--- config.mk ---
export PLATFORM = sky130hd
export DESIGN_NAME = padmux_ctrl
export DESIGN_NICKNAME = d
export VERILOG_FILES = /design/src/rtl/padmux_pkg.sv /design/src/rtl/padmux_regfile.sv /design/src/rtl/padmux_pad_decode.sv /design/src/rtl/padmux_xlat.sv /design/src/rtl/padmux_ctrl.sv
export SDC_FILE = /design/constraint.sdc
export NUM_CORES = 1
export LEC_CHECK = 0
export CAP_MARGIN = 20
export CORE_MARGIN = 2
export CORE_UTILIZATION = 38
export CTS_CLUSTER_SIZE = 8
export DETAILED_ROUTE_END_ITERATION = 10
export GPL_TIMING_DRIVEN = 0
export PLACE_DENSITY = 0.66
export SYNTH_ARGS = -nofsm -noshare
export SYNTH_HDL_FRONTEND = slang
export SYNTH_SLANG_ARGS = --single-unit
--- constraint.sdc ---
create_clock -name clk -period 4.4 [get_ports clk]
set_input_delay 0.66 -clock clk [delete_from_list [all_inputs] [get_ports clk]]
set_output_delay 0.66 -clock clk [all_outputs]
set_load 0.03 [all_outputs]
--- src/rtl/padmux_pkg.sv ---
`timescale 1ns/1ps
package padmux_pkg;

  localparam int NUM_FUNC = 5;

  // Stored bits of a configuration word
  localparam logic [31:0] CFG_WMASK = 32'h0000_10FF;

  // Bit positions inside a configuration word
  localparam int B_OE      = 0;
  localparam int B_OE_SLP  = 1;
  localparam int B_PD_SLP  = 2;
  localparam int B_PU_SLP  = 3;
  localparam int B_FC0     = 4;
  localparam int B_FC1     = 5;
  localparam int B_PD      = 6;
  localparam int B_PU      = 7;
  localparam int B_FC2     = 12;

  // Indices below this use code D as plain GPIO, the rest code A
  localparam int GPIO_LOW_BANK = 12;

  typedef enum logic [2:0] {
    FN_A = 3'b000,
    FN_B = 3'b001,
    FN_C = 3'b010,
    FN_D = 3'b011,
    FN_E = 3'b100
  } fn_code_e;

  // Register index to GPIO pin number
  function automatic logic [3:0] idx_to_pin(input logic [3:0] idx);
    case (idx)
      4'd0:  idx_to_pin = 4'd12;
      4'd1:  idx_to_pin = 4'd13;
      4'd2:  idx_to_pin = 4'd14;
      4'd3:  idx_to_pin = 4'd15;
      4'd4:  idx_to_pin = 4'd3;
      4'd5:  idx_to_pin = 4'd1;
      4'd6:  idx_to_pin = 4'd6;
      4'd7:  idx_to_pin = 4'd7;
      4'd8:  idx_to_pin = 4'd8;
      4'd9:  idx_to_pin = 4'd9;
      4'd10: idx_to_pin = 4'd10;
      4'd11: idx_to_pin = 4'd11;
      4'd12: idx_to_pin = 4'd0;
      4'd13: idx_to_pin = 4'd2;
      4'd14: idx_to_pin = 4'd4;
      default: idx_to_pin = 4'd5;
    endcase
  endfunction

endpackage

--- src/rtl/padmux_regfile.sv ---
`timescale 1ns/1ps
module padmux_regfile
  import padmux_pkg::*;
#(
  parameter int NUM_PADS = 16,
  parameter int ADDR_W   = 8,
  parameter int DATA_W   = 32
) (
  input  logic                       clk,
  input  logic                       rst_n,
  input  logic                       bus_we,
  input  logic [ADDR_W-1:0]          bus_addr,
  input  logic [DATA_W-1:0]          bus_wdata,
  output logic [DATA_W-1:0]          bus_rdata,
  output logic [NUM_PADS*DATA_W-1:0] cfg_o
);

  localparam int IDX_W  = $clog2(NUM_PADS);
  localparam int SLOT_W = ADDR_W - 2;
  localparam logic [DATA_W-1:0] WMASK = DATA_W'(CFG_WMASK);

  logic [SLOT_W-1:0] slot;
  logic [IDX_W-1:0]  idx;
  logic              hit;
  logic [DATA_W-1:0] cfg_q [NUM_PADS];

  // Word i lives at word slot i+1; slot 0 is not a register
  assign slot = bus_addr[ADDR_W-1:2];
  assign hit  = (bus_addr[1:0] == 2'b00) && (slot != '0) && (int'(slot) <= NUM_PADS);
  assign idx  = IDX_W'(slot - SLOT_W'(1));

  for (genvar g = 0; g < NUM_PADS; g++) begin : g_word
    always_ff @(posedge clk or negedge rst_n) begin
      if (!rst_n) begin
        cfg_q[g] <= '0;
      end else if (bus_we && hit && (idx == IDX_W'(g))) begin
        cfg_q[g] <= bus_wdata & WMASK;
      end
    end
    assign cfg_o[g*DATA_W +: DATA_W] = cfg_q[g];
  end

  assign bus_rdata = hit ? cfg_q[idx] : '0;

endmodule

--- src/rtl/padmux_pad_decode.sv ---
`timescale 1ns/1ps
module padmux_pad_decode
  import padmux_pkg::*;
#(
  parameter int          DATA_W    = 32,
  parameter logic [2:0]  GPIO_CODE = FN_D
) (
  input  logic [DATA_W-1:0]   cfg_i,
  input  logic                sleep_i,
  output logic [NUM_FUNC-1:0] fsel_o,
  output logic                oe_o,
  output logic                pu_o,
  output logic                pd_o,
  output logic                is_gpio_o
);

  logic [2:0] code;
  logic       oe_raw;
  logic       pd_raw;
  logic       unused_cfg;

  assign code = {cfg_i[B_FC2], cfg_i[B_FC1], cfg_i[B_FC0]};

  always_comb begin
    case (code)
      FN_A:    fsel_o = NUM_FUNC'(5'b00001);
      FN_B:    fsel_o = NUM_FUNC'(5'b00010);
      FN_C:    fsel_o = NUM_FUNC'(5'b00100);
      FN_D:    fsel_o = NUM_FUNC'(5'b01000);
      FN_E:    fsel_o = NUM_FUNC'(5'b10000);
      default: fsel_o = '0;
    endcase
  end

  assign oe_raw    = sleep_i ? cfg_i[B_OE_SLP] : cfg_i[B_OE];
  assign pu_o      = sleep_i ? cfg_i[B_PU_SLP] : cfg_i[B_PU];
  assign pd_raw    = sleep_i ? cfg_i[B_PD_SLP] : cfg_i[B_PD];
  assign pd_o      = pd_raw & ~pu_o;
  assign oe_o      = oe_raw & (|fsel_o);
  assign is_gpio_o = (code == GPIO_CODE);

  assign unused_cfg = ^{cfg_i[DATA_W-1:B_FC2+1], cfg_i[B_FC2-1:B_PU+1]};

endmodule

--- src/rtl/padmux_xlat.sv ---
`timescale 1ns/1ps
module padmux_xlat
  import padmux_pkg::*;
#(
  parameter int NUM_PADS = 16
) (
  input  logic [$clog2(NUM_PADS)-1:0] idx_i,
  output logic [$clog2(NUM_PADS)-1:0] pin_o,
  input  logic [$clog2(NUM_PADS)-1:0] pin_i,
  output logic [$clog2(NUM_PADS)-1:0] idx_o
);

  localparam int IDX_W = $clog2(NUM_PADS);

  assign pin_o = IDX_W'(idx_to_pin(4'(idx_i)));

  // Inverse found by search over the forward table
  always_comb begin
    idx_o = '0;
    for (int k = 0; k < NUM_PADS; k++) begin
      if (IDX_W'(idx_to_pin(4'(k))) == pin_i) idx_o = IDX_W'(k);
    end
  end

endmodule

--- src/rtl/padmux_ctrl.sv ---
`timescale 1ns/1ps
module padmux_ctrl
  import padmux_pkg::*;
#(
  parameter int NUM_PADS = 16,
  parameter int ADDR_W   = 8,
  parameter int DATA_W   = 32
) (
  input  logic                         clk,
  input  logic                         rst_n,
  input  logic                         bus_we,
  input  logic [ADDR_W-1:0]            bus_addr,
  input  logic [DATA_W-1:0]            bus_wdata,
  output logic [DATA_W-1:0]            bus_rdata,
  input  logic                         sleep_i,
  output logic [NUM_PADS*NUM_FUNC-1:0] pad_fsel,
  output logic [NUM_PADS-1:0]          pad_oe,
  output logic [NUM_PADS-1:0]          pad_pu,
  output logic [NUM_PADS-1:0]          pad_pd,
  output logic [NUM_PADS-1:0]          pad_is_gpio,
  input  logic [$clog2(NUM_PADS)-1:0]  map_idx_i,
  output logic [$clog2(NUM_PADS)-1:0]  map_pin_o,
  input  logic [$clog2(NUM_PADS)-1:0]  map_pin_i,
  output logic [$clog2(NUM_PADS)-1:0]  map_idx_o
);

  logic [NUM_PADS*DATA_W-1:0] cfg_flat;

  padmux_regfile #(
    .NUM_PADS (NUM_PADS),
    .ADDR_W   (ADDR_W),
    .DATA_W   (DATA_W)
  ) u_regs (
    .clk       (clk),
    .rst_n     (rst_n),
    .bus_we    (bus_we),
    .bus_addr  (bus_addr),
    .bus_wdata (bus_wdata),
    .bus_rdata (bus_rdata),
    .cfg_o     (cfg_flat)
  );

  for (genvar g = 0; g < NUM_PADS; g++) begin : g_pad
    localparam logic [2:0] GCODE = (g < GPIO_LOW_BANK) ? FN_D : FN_A;
    padmux_pad_decode #(
      .DATA_W    (DATA_W),
      .GPIO_CODE (GCODE)
    ) u_dec (
      .cfg_i     (cfg_flat[g*DATA_W +: DATA_W]),
      .sleep_i   (sleep_i),
      .fsel_o    (pad_fsel[g*NUM_FUNC +: NUM_FUNC]),
      .oe_o      (pad_oe[g]),
      .pu_o      (pad_pu[g]),
      .pd_o      (pad_pd[g]),
      .is_gpio_o (pad_is_gpio[g])
    );
  end

  padmux_xlat #(
    .NUM_PADS (NUM_PADS)
  ) u_xlat (
    .idx_i (map_idx_i),
    .pin_o (map_pin_o),
    .pin_i (map_pin_i),
    .idx_o (map_idx_o)
  );

endmodule

Yosys cells after proc, flatten, opt, wreduce, memory -nomap -nowiden
Memory sizes are Yosys's and may differ from the RTL's.
Index checks and enable logic that the tools add are counted.
{"block": "word_totals", "register_bits": 144, "latch_bits": 0, "ramBits": 0, "rom_bits": 64, "out_inout_bits": 184, "elab_cells": 300, "mem_count": 1}
{"name": "(name not given)", "depth": 16, "width": 4, "read_ports": 1, "rd_ports_with_merged_regs": 0, "wr": 0, "line_no": "padmux_pkg.sv:33", "source": "case (idx)"}
{"block": "op_classes", "add_sub_neg": 1, "mul": 0, "div_mod_pow": 0, "order_cmp": 2, "eq_ne": 93, "shifts": 0, "muxes": 83, "bitwise_logic": 49, "reduce_logical": 55}
{"cell": "5-bit case mux with 5 select lines", "n": 16}
{"cell": "32-bit binary-select mux with 4-bit select", "n": 1}
{"cell": "3-bit by 2-bit equality test with 1-bit output, second input constant", "n": 32}
{"cell": "32-bit 2-to-1 mux", "n": 3}
{"cell": "5-bit OR reduction", "n": 16}
{"cell": "1-bit 2-to-1 mux", "n": 49}
{"cell": "3-bit by 1-bit equality test with 1-bit output, second input constant", "n": 16}
{"cell": "3-bit equality test, second input constant", "n": 16}
{"cell": "3-bit zero test", "n": 16}
{"cell": "1-bit bitwise AND", "n": 32}
{"cell": "4-bit equality test, second input constant", "n": 8}
{"cell": "4-bit 2-to-1 mux", "n": 8}
{"cell": "4-bit equality test, first input constant", "n": 7}
{"cell": "1-bit logical AND", "n": 19}
{"cell": "3-bit by 4-bit equality test with 1-bit output, first input constant", "n": 4}
{"cell": "4-bit by 3-bit equality test with 1-bit output, second input constant", "n": 4}
{"cell": "1-bit inverter", "n": 16}
{"cell": "3-bit 2-to-1 mux", "n": 4}
{"cell": "2-bit by 4-bit equality test with 1-bit output, first input constant", "n": 2}
{"cell": "4-bit by 2-bit equality test with 1-bit output, second input constant", "n": 2}
{"cell": "4-bit zero test", "n": 2}
{"cell": "6-bit by 5-bit less-or-equal comparator with 1-bit output, second input constant", "n": 1}
{"cell": "6-bit nonzero test", "n": 1}
{"cell": "5-bit greater-or-equal comparator, second input constant", "n": 1}
{"cell": "other kinds (6)", "n": 7}

Logic depth before layout (Yosys ltp)
{"block": "depth", "word_depth": 16, "ltp_mapped": 11, "ltp_nobuf": 7}

Cells and area by module
Synthesis repeated with hierarchy kept, for this count alone.
{"block": "hier_totals", "cells_unflattened": 1060, "area_unflattened_um2": 11687.5}
{"module": "padmux_regfile", "instances": 1, "cells_per_inst": 836, "area_per_inst_um2": 10074.7, "seq_area_each_um2": 3603.5}
{"module": "padmux_pad_decode (g_pad[0].u_dec ...)", "instances": 12, "cells_per_inst": 13, "area_per_inst_um2": 95.1, "seq_area_each_um2": 0.0}
{"module": "padmux_pad_decode (g_pad[12].u_dec ...)", "instances": 4, "cells_per_inst": 13, "area_per_inst_um2": 93.8, "seq_area_each_um2": 0.0}
{"module": "padmux_xlat", "instances": 1, "cells_per_inst": 16, "area_per_inst_um2": 96.3, "seq_area_each_um2": 0.0}

Least setup slack after synthesis
OpenSTA, ideal clock, no wires.
{"block": "synth_path", "kind": "in2out", "start": "input bus_addr[2]", "end": "output bus_rdata[6]", "arrival_time_ps": 3579, "setup_slack_ps": 161, "stages": 11, "n_path_buf": 6, "cell_sequence": "buf_2 buf_2 buf_2 inv_1 ha_1 buf_2 buf_2 buf_1 mux4_2 o22ai_1 nor3_1"}
{"block": "synth_between", "elab_chain_len": 6, "word_cells_on_any_way": 10, "cone_classes": "add/sub: 1; order compare: 1; mux: 4; bitwise: 1; reduce/logical: 3"}
{"item": "start: declaration", "line_no": "padmux_ctrl.sv:12", "source": "input logic [ADDR_W-1:0] bus_addr,"}
{"item": "4-bit by 1-bit subtractor with 4-bit output", "line_no": "padmux_regfile.sv:30", "source": "assign idx = IDX_W'(slot - SLOT_W'(1));"}
{"item": "4-bit inverter with 5-bit output (not written as such)", "line_no": "padmux_regfile.sv:43", "source": "assign bus_rdata = hit ? cfg_q[idx] : '0;"}
{"item": "32-bit binary-select mux with 4-bit select", "line_no": "padmux_regfile.sv:43"}
{"item": "32-bit 2-to-1 mux (not written as such) (2 in series)", "line_no": "padmux_regfile.sv:43"}
{"item": "32-bit 2-to-1 mux *", "line_no": "padmux_regfile.sv:43"}
{"item": "end: declaration", "line_no": "padmux_ctrl.sv:14", "source": "output logic [DATA_W-1:0] bus_rdata,"}
Mark *: on every way between the ends. The rest lies on a longest branch, timed or not. The select of a mux whose other input is x is not followed.

Worst setup path in the final report
{"block": "layout_path", "start": "input bus_addr[2]", "end": "output bus_rdata[0]"}
The elaborated chain is that of the path after synthesis.

==> flow_metrics.tcl <==
set metrics [dict create \
    run_status "completed" \
    first_global_vias 6762 \
    drc_errors 0 \
    vias 6764 \
    path_common_cell "sky130_fd_sc_hd__buf_8" \
    ys.warnings.count 0 \
    global_route.overflow_total 0 \
    routed_via_density 5.20 \
    yosysTopAreaCellShare_pct 39.3 \
    worstSkewPairLatency_ns 0.43 \
    timing.critical_path.required_ns 3.74 \
    synth.distinct_cells 41 \
    routed_wire_length_um 25300 \
    cp.arrival_ns 3.63 \
    timing.final.setup_violations 0 \
    grt_setup_unrepaired "true" \
    worst_vdd_rail_ir_drop_mv 0.324 \
    r2r-end "u_regs.cfg_o[236]" \
    finalWeightedCongestion 0.903 \
    grt_met3_use_pct 4.64 \
    core_region_area_um2 23500 \
    synthArstFlopShare_pct 100 \
    rrSetupSlack_ns 3.32 \
    power.static_leakage_nw 5.70 \
    cp-end-kind "output port" \
    crit_chain "clkdlybuf4s50_1 -> buf_6 -> buf_12 -> buf_8 -> inv_1 -> ha_1 -> buf_8 -> buf_8 -> buf_6 -> mux4_2 -> o22ai_2 -> nor3_1 -> clkdlybuf4s15_2" \
    cts_hold_buf 0 \
    tightestPinTransition_ns 0.934 \
    worst_clock_skew_ns 0 \
    critical_path_buf_inv_count 9 \
    finish.net_count 1027 \
    peak_clock_frequency_supported_by_timing_mhz 233 \
    fillCellCount 2100 \
    slew_viol_final 0 \
    avgSynthCellArea_um2 12.4 \
    layout.core_utilization_pct 52.2 \
    global_route_wire_length_before_repair_um 39700 \
    areaGrowthSynthToFinish_pct 34.1 \
    drtAntennaViolNets 0 \
    cts_root_buf "sky130_fd_sc_hd__clkbuf_16" \
    htree_levels 4 \
    detailedRoute.firstPassIterationCount 5 \
    detailedPlacementHpwl_um 18500 \
    die_height_um 159 \
    grt_max_degree 98 \
    number_of_flops_mapped_to_enable_cells_by_yosys 0 \
    synth-main-ff-cell "sky130_fd_sc_hd__dfrtp_1" \
    floorplan.die_area_um2 25400 \
    die_w_um 159 \
    crit_path_class "input port to output port" \
    cts_num_sinks 144 \
    placement.io_buffers 189 \
    ys_seq_elements 144 \
    post_syn_area_um2 9160 \
    worstRegToRegCells 2 \
    largest_reg_flops 144 \
    netlist_instances 739 \
    count_of_maximum_capacitance_violations 0 \
    timing.rr.start "u_regs.cfg_o[236]" \
    synthTopCellsByArea "sky130_fd_sc_hd__dfrtp_1 (39%), sky130_fd_sc_hd__mux2_2 (18%), sky130_fd_sc_hd__mux4_2 (9.3%), sky130_fd_sc_hd__buf_4 (7.5%), sky130_fd_sc_hd__nor3b_1 (3.9%)" \
    num_antenna_cells 0 \
    post-layout-total-power_mw 3.86 \
    cts_tree "built" \
    cts-root-to-sink-buffers 2 \
    synth_seq_area_share_pct 39.3 \
    hold_class "input port to asynchronous set/reset pin" \
    worst_setup_path_startpoint "bus_addr[2]" \
    power_per_cell_area_nw_per_um2 314 \
    timing.final.crit_period_ns 4.29 \
    grt_most_used_layer "met2" \
    grt_antenna_before_repair 0 \
    critPathLaunchType "input port" \
    drt_first_iter_violations 395 \
    number_of_top_level_design_ports 236 \
    num_rows 56 \
    cpLargestDelayFamily "buffers and inverters" \
    grt_met2_usage_pct 32.8 \
    clk_transition_reported_paths_ns 0.06 \
    critical_path.endpoint "bus_rdata[0]" \
    synth_largest_area_cell "sky130_fd_sc_hd__dfrtp_1" \
    post-route-period-util_pct 97.4 \
    critical_path.max_stage_delay_ns 0.53 \
    relSlewSlack_pct 37.4 \
    cp_slowest_cell "sky130_fd_sc_hd__clkdlybuf4s50_1" \
    worst-path-max-fanout 10 \
    post_route_cells_drive_above_1_share_pct 39.3 \
    grt.met1_usage_pct 26.5 \
    critical_path_depth 13 \
    initial_core_util_pct 38.9 \
    grtUsageTotal_pct 20.1 \
    finalHoldViolCount 0 \
    wire_per_inst_um 19.4 \
    cts_made_buffers 17 \
]
-- where the power goes --
part           total (mW)  internal [mW]  switching [mW]
Clock                1.37          0.786           0.580
Sequential           1.50           1.41          0.0928
Combinational       0.994          0.462           0.532
Total                3.86           2.66            1.21
-- placed cells by master, fill, tap and decap left out, types with 5 or more instances in the layout --
| cell type | count |
|---|---|
| sky130_fd_sc_hd__and3b_1 | 28 |
| sky130_fd_sc_hd__buf_2 | 8 |
| sky130_fd_sc_hd__buf_4 | 93 |
| sky130_fd_sc_hd__buf_6 | 6 |
| sky130_fd_sc_hd__clkbuf_1 | 20 |
| sky130_fd_sc_hd__clkbuf_16 | 17 |
| sky130_fd_sc_hd__clkdlybuf4s15_2 | 5 |
| sky130_fd_sc_hd__clkdlybuf4s50_1 | 179 |
| sky130_fd_sc_hd__clkinvlp_4 | 8 |
| sky130_fd_sc_hd__conb_1 | 23 |
| sky130_fd_sc_hd__dfrtp_1 | 144 |
| sky130_fd_sc_hd__mux2_1 | 6 |
| sky130_fd_sc_hd__mux2_2 | 146 |
| sky130_fd_sc_hd__mux2_4 | 9 |
| sky130_fd_sc_hd__mux2i_1 | 32 |
| sky130_fd_sc_hd__mux4_2 | 38 |
| sky130_fd_sc_hd__nand2_1 | 10 |
| sky130_fd_sc_hd__nor2_1 | 34 |
| sky130_fd_sc_hd__nor3_1 | 22 |
| sky130_fd_sc_hd__nor3_2 | 6 |
| sky130_fd_sc_hd__nor3_4 | 13 |
| sky130_fd_sc_hd__nor3b_1 | 48 |
| sky130_fd_sc_hd__o21a_1 | 17 |
| sky130_fd_sc_hd__o22ai_1 | 8 |
| sky130_fd_sc_hd__o22ai_2 | 7 |
-- cell families (layout without fill, tap and decap cells) --
| logic type | after synthesis | after routing | share of synthesized area [%] |
|---|---|---|---|
| simple gates | 173 | 173 | 13.6 |
| compound gates | 47 | 47 | 3.41 |
| fa+ha+maj | 5 | 5 | 0.683 |
| other cells | 1 | 23 | 0.0409 |
| buf+inv | 135 | 357 | 9.63 |
| xor+xnor | 2 | 2 | 0.191 |
| flops | 144 | 144 | 39.3 |
| mux | 232 | 232 | 33.1 |
-- worst min-delay path by stage --
stage / from / end / slack [ns] / cells after the start
2_1_floorplan: rst_n / u_regs.cfg_o[0] / 0.36 / 0
3_3_place_gp: u_regs.cfg_o[483] / u_regs.cfg_o[483] / 0.49 / 1
3_5_place_dp: u_regs.cfg_o[483] / u_regs.cfg_o[483] / 0.50 / 1
4_1_cts: rst_n / u_regs.cfg_o[163] / 0.18 / 1
5_1_grt: rst_n / u_regs.cfg_o[134] / 0.20 / 1
6_report: rst_n / u_regs.cfg_o[163] / 0.17 / 1
-- worst reg2reg max path: cells and delay by family (launching register included) --
kind | cells | cell delay (ns)
multiplexers | 1 | 0.34
flip-flops | 1 | 0.37
buffers and inverters | 1 | 0.25
-- what timing repair did --
| item | CTS | global route |
|---|---|---|
| gates resized for setup | 64 | 23 |
| endpoints found under the hold margin | 0 | 0 |
| buffers inserted | 0 | 0 |
| setup endpoints to repair | 9 | 29 |
-- cell type report --
type,count,area (µm²),area share (%)
buffer,131,942,7.67
clock buffer,18,439,3.58
clock inverter,14,119,0.968
inverter,4,15.0,0.122
multi-input combinational,482,4860,39.6
sequential,144,3600,29.3
tap,319,399,3.25
timing repair buffer,190,1910,15.5
-- metal layers --
layer  routed length (µm)  part of all wire, %
met1                11100                   44
met2                12100                   48
met3                 1550                  6.1
met4                  463                  1.8
met5                    0                    0
-- stage by stage --
stage | cell area (µm²) | setup TNS (ns) | setup slack [ns] | cells | hold WS [ns]
floorplan | 9240 | 0 | 0.161 | 761 | 0.364
finish | 12300 | 0 | 0.114 | 1302 | 0.174
CTS | 12300 | 0 | 0.0270 | 1302 | 0.182
global placement | 11500 | -519.20 | -3.35 | 1269 | 0.495
detailed placement | 11600 | -41.08 | -1.91 | 1270 | 0.499
global route | 12300 | -0.0260 | -0.0260 | 1302 | 0.205
-- cells in the mapped netlist, types with 2 or more instances --
library cell	instances
sky130_fd_sc_hd__nor3_2	3
sky130_fd_sc_hd__a21oi_1	4
sky130_fd_sc_hd__mux2i_1	33
sky130_fd_sc_hd__dfrtp_1	144
sky130_fd_sc_hd__buf_6	2
sky130_fd_sc_hd__o21ai_2	2
sky130_fd_sc_hd__buf_1	3
sky130_fd_sc_hd__nor4_1	2
sky130_fd_sc_hd__mux2_4	9
sky130_fd_sc_hd__nand2b_1	2
sky130_fd_sc_hd__inv_1	4
sky130_fd_sc_hd__ha_1	5
sky130_fd_sc_hd__clkbuf_1	22
sky130_fd_sc_hd__nor3_4	13
sky130_fd_sc_hd__nor2_1	34
sky130_fd_sc_hd__and3b_1	28
sky130_fd_sc_hd__o21ai_0	3
sky130_fd_sc_hd__mux2_2	146
sky130_fd_sc_hd__o22ai_1	15
sky130_fd_sc_hd__mux4_2	38
sky130_fd_sc_hd__o31ai_1	2
sky130_fd_sc_hd__o21ai_1	3
sky130_fd_sc_hd__nor3b_1	48
sky130_fd_sc_hd__buf_4	92
sky130_fd_sc_hd__buf_2	12
sky130_fd_sc_hd__nor3_1	25
sky130_fd_sc_hd__o21a_1	17
sky130_fd_sc_hd__mux2_1	6
sky130_fd_sc_hd__nand2_1	10
No activity file was read; power rests on OpenSTA's default activity.
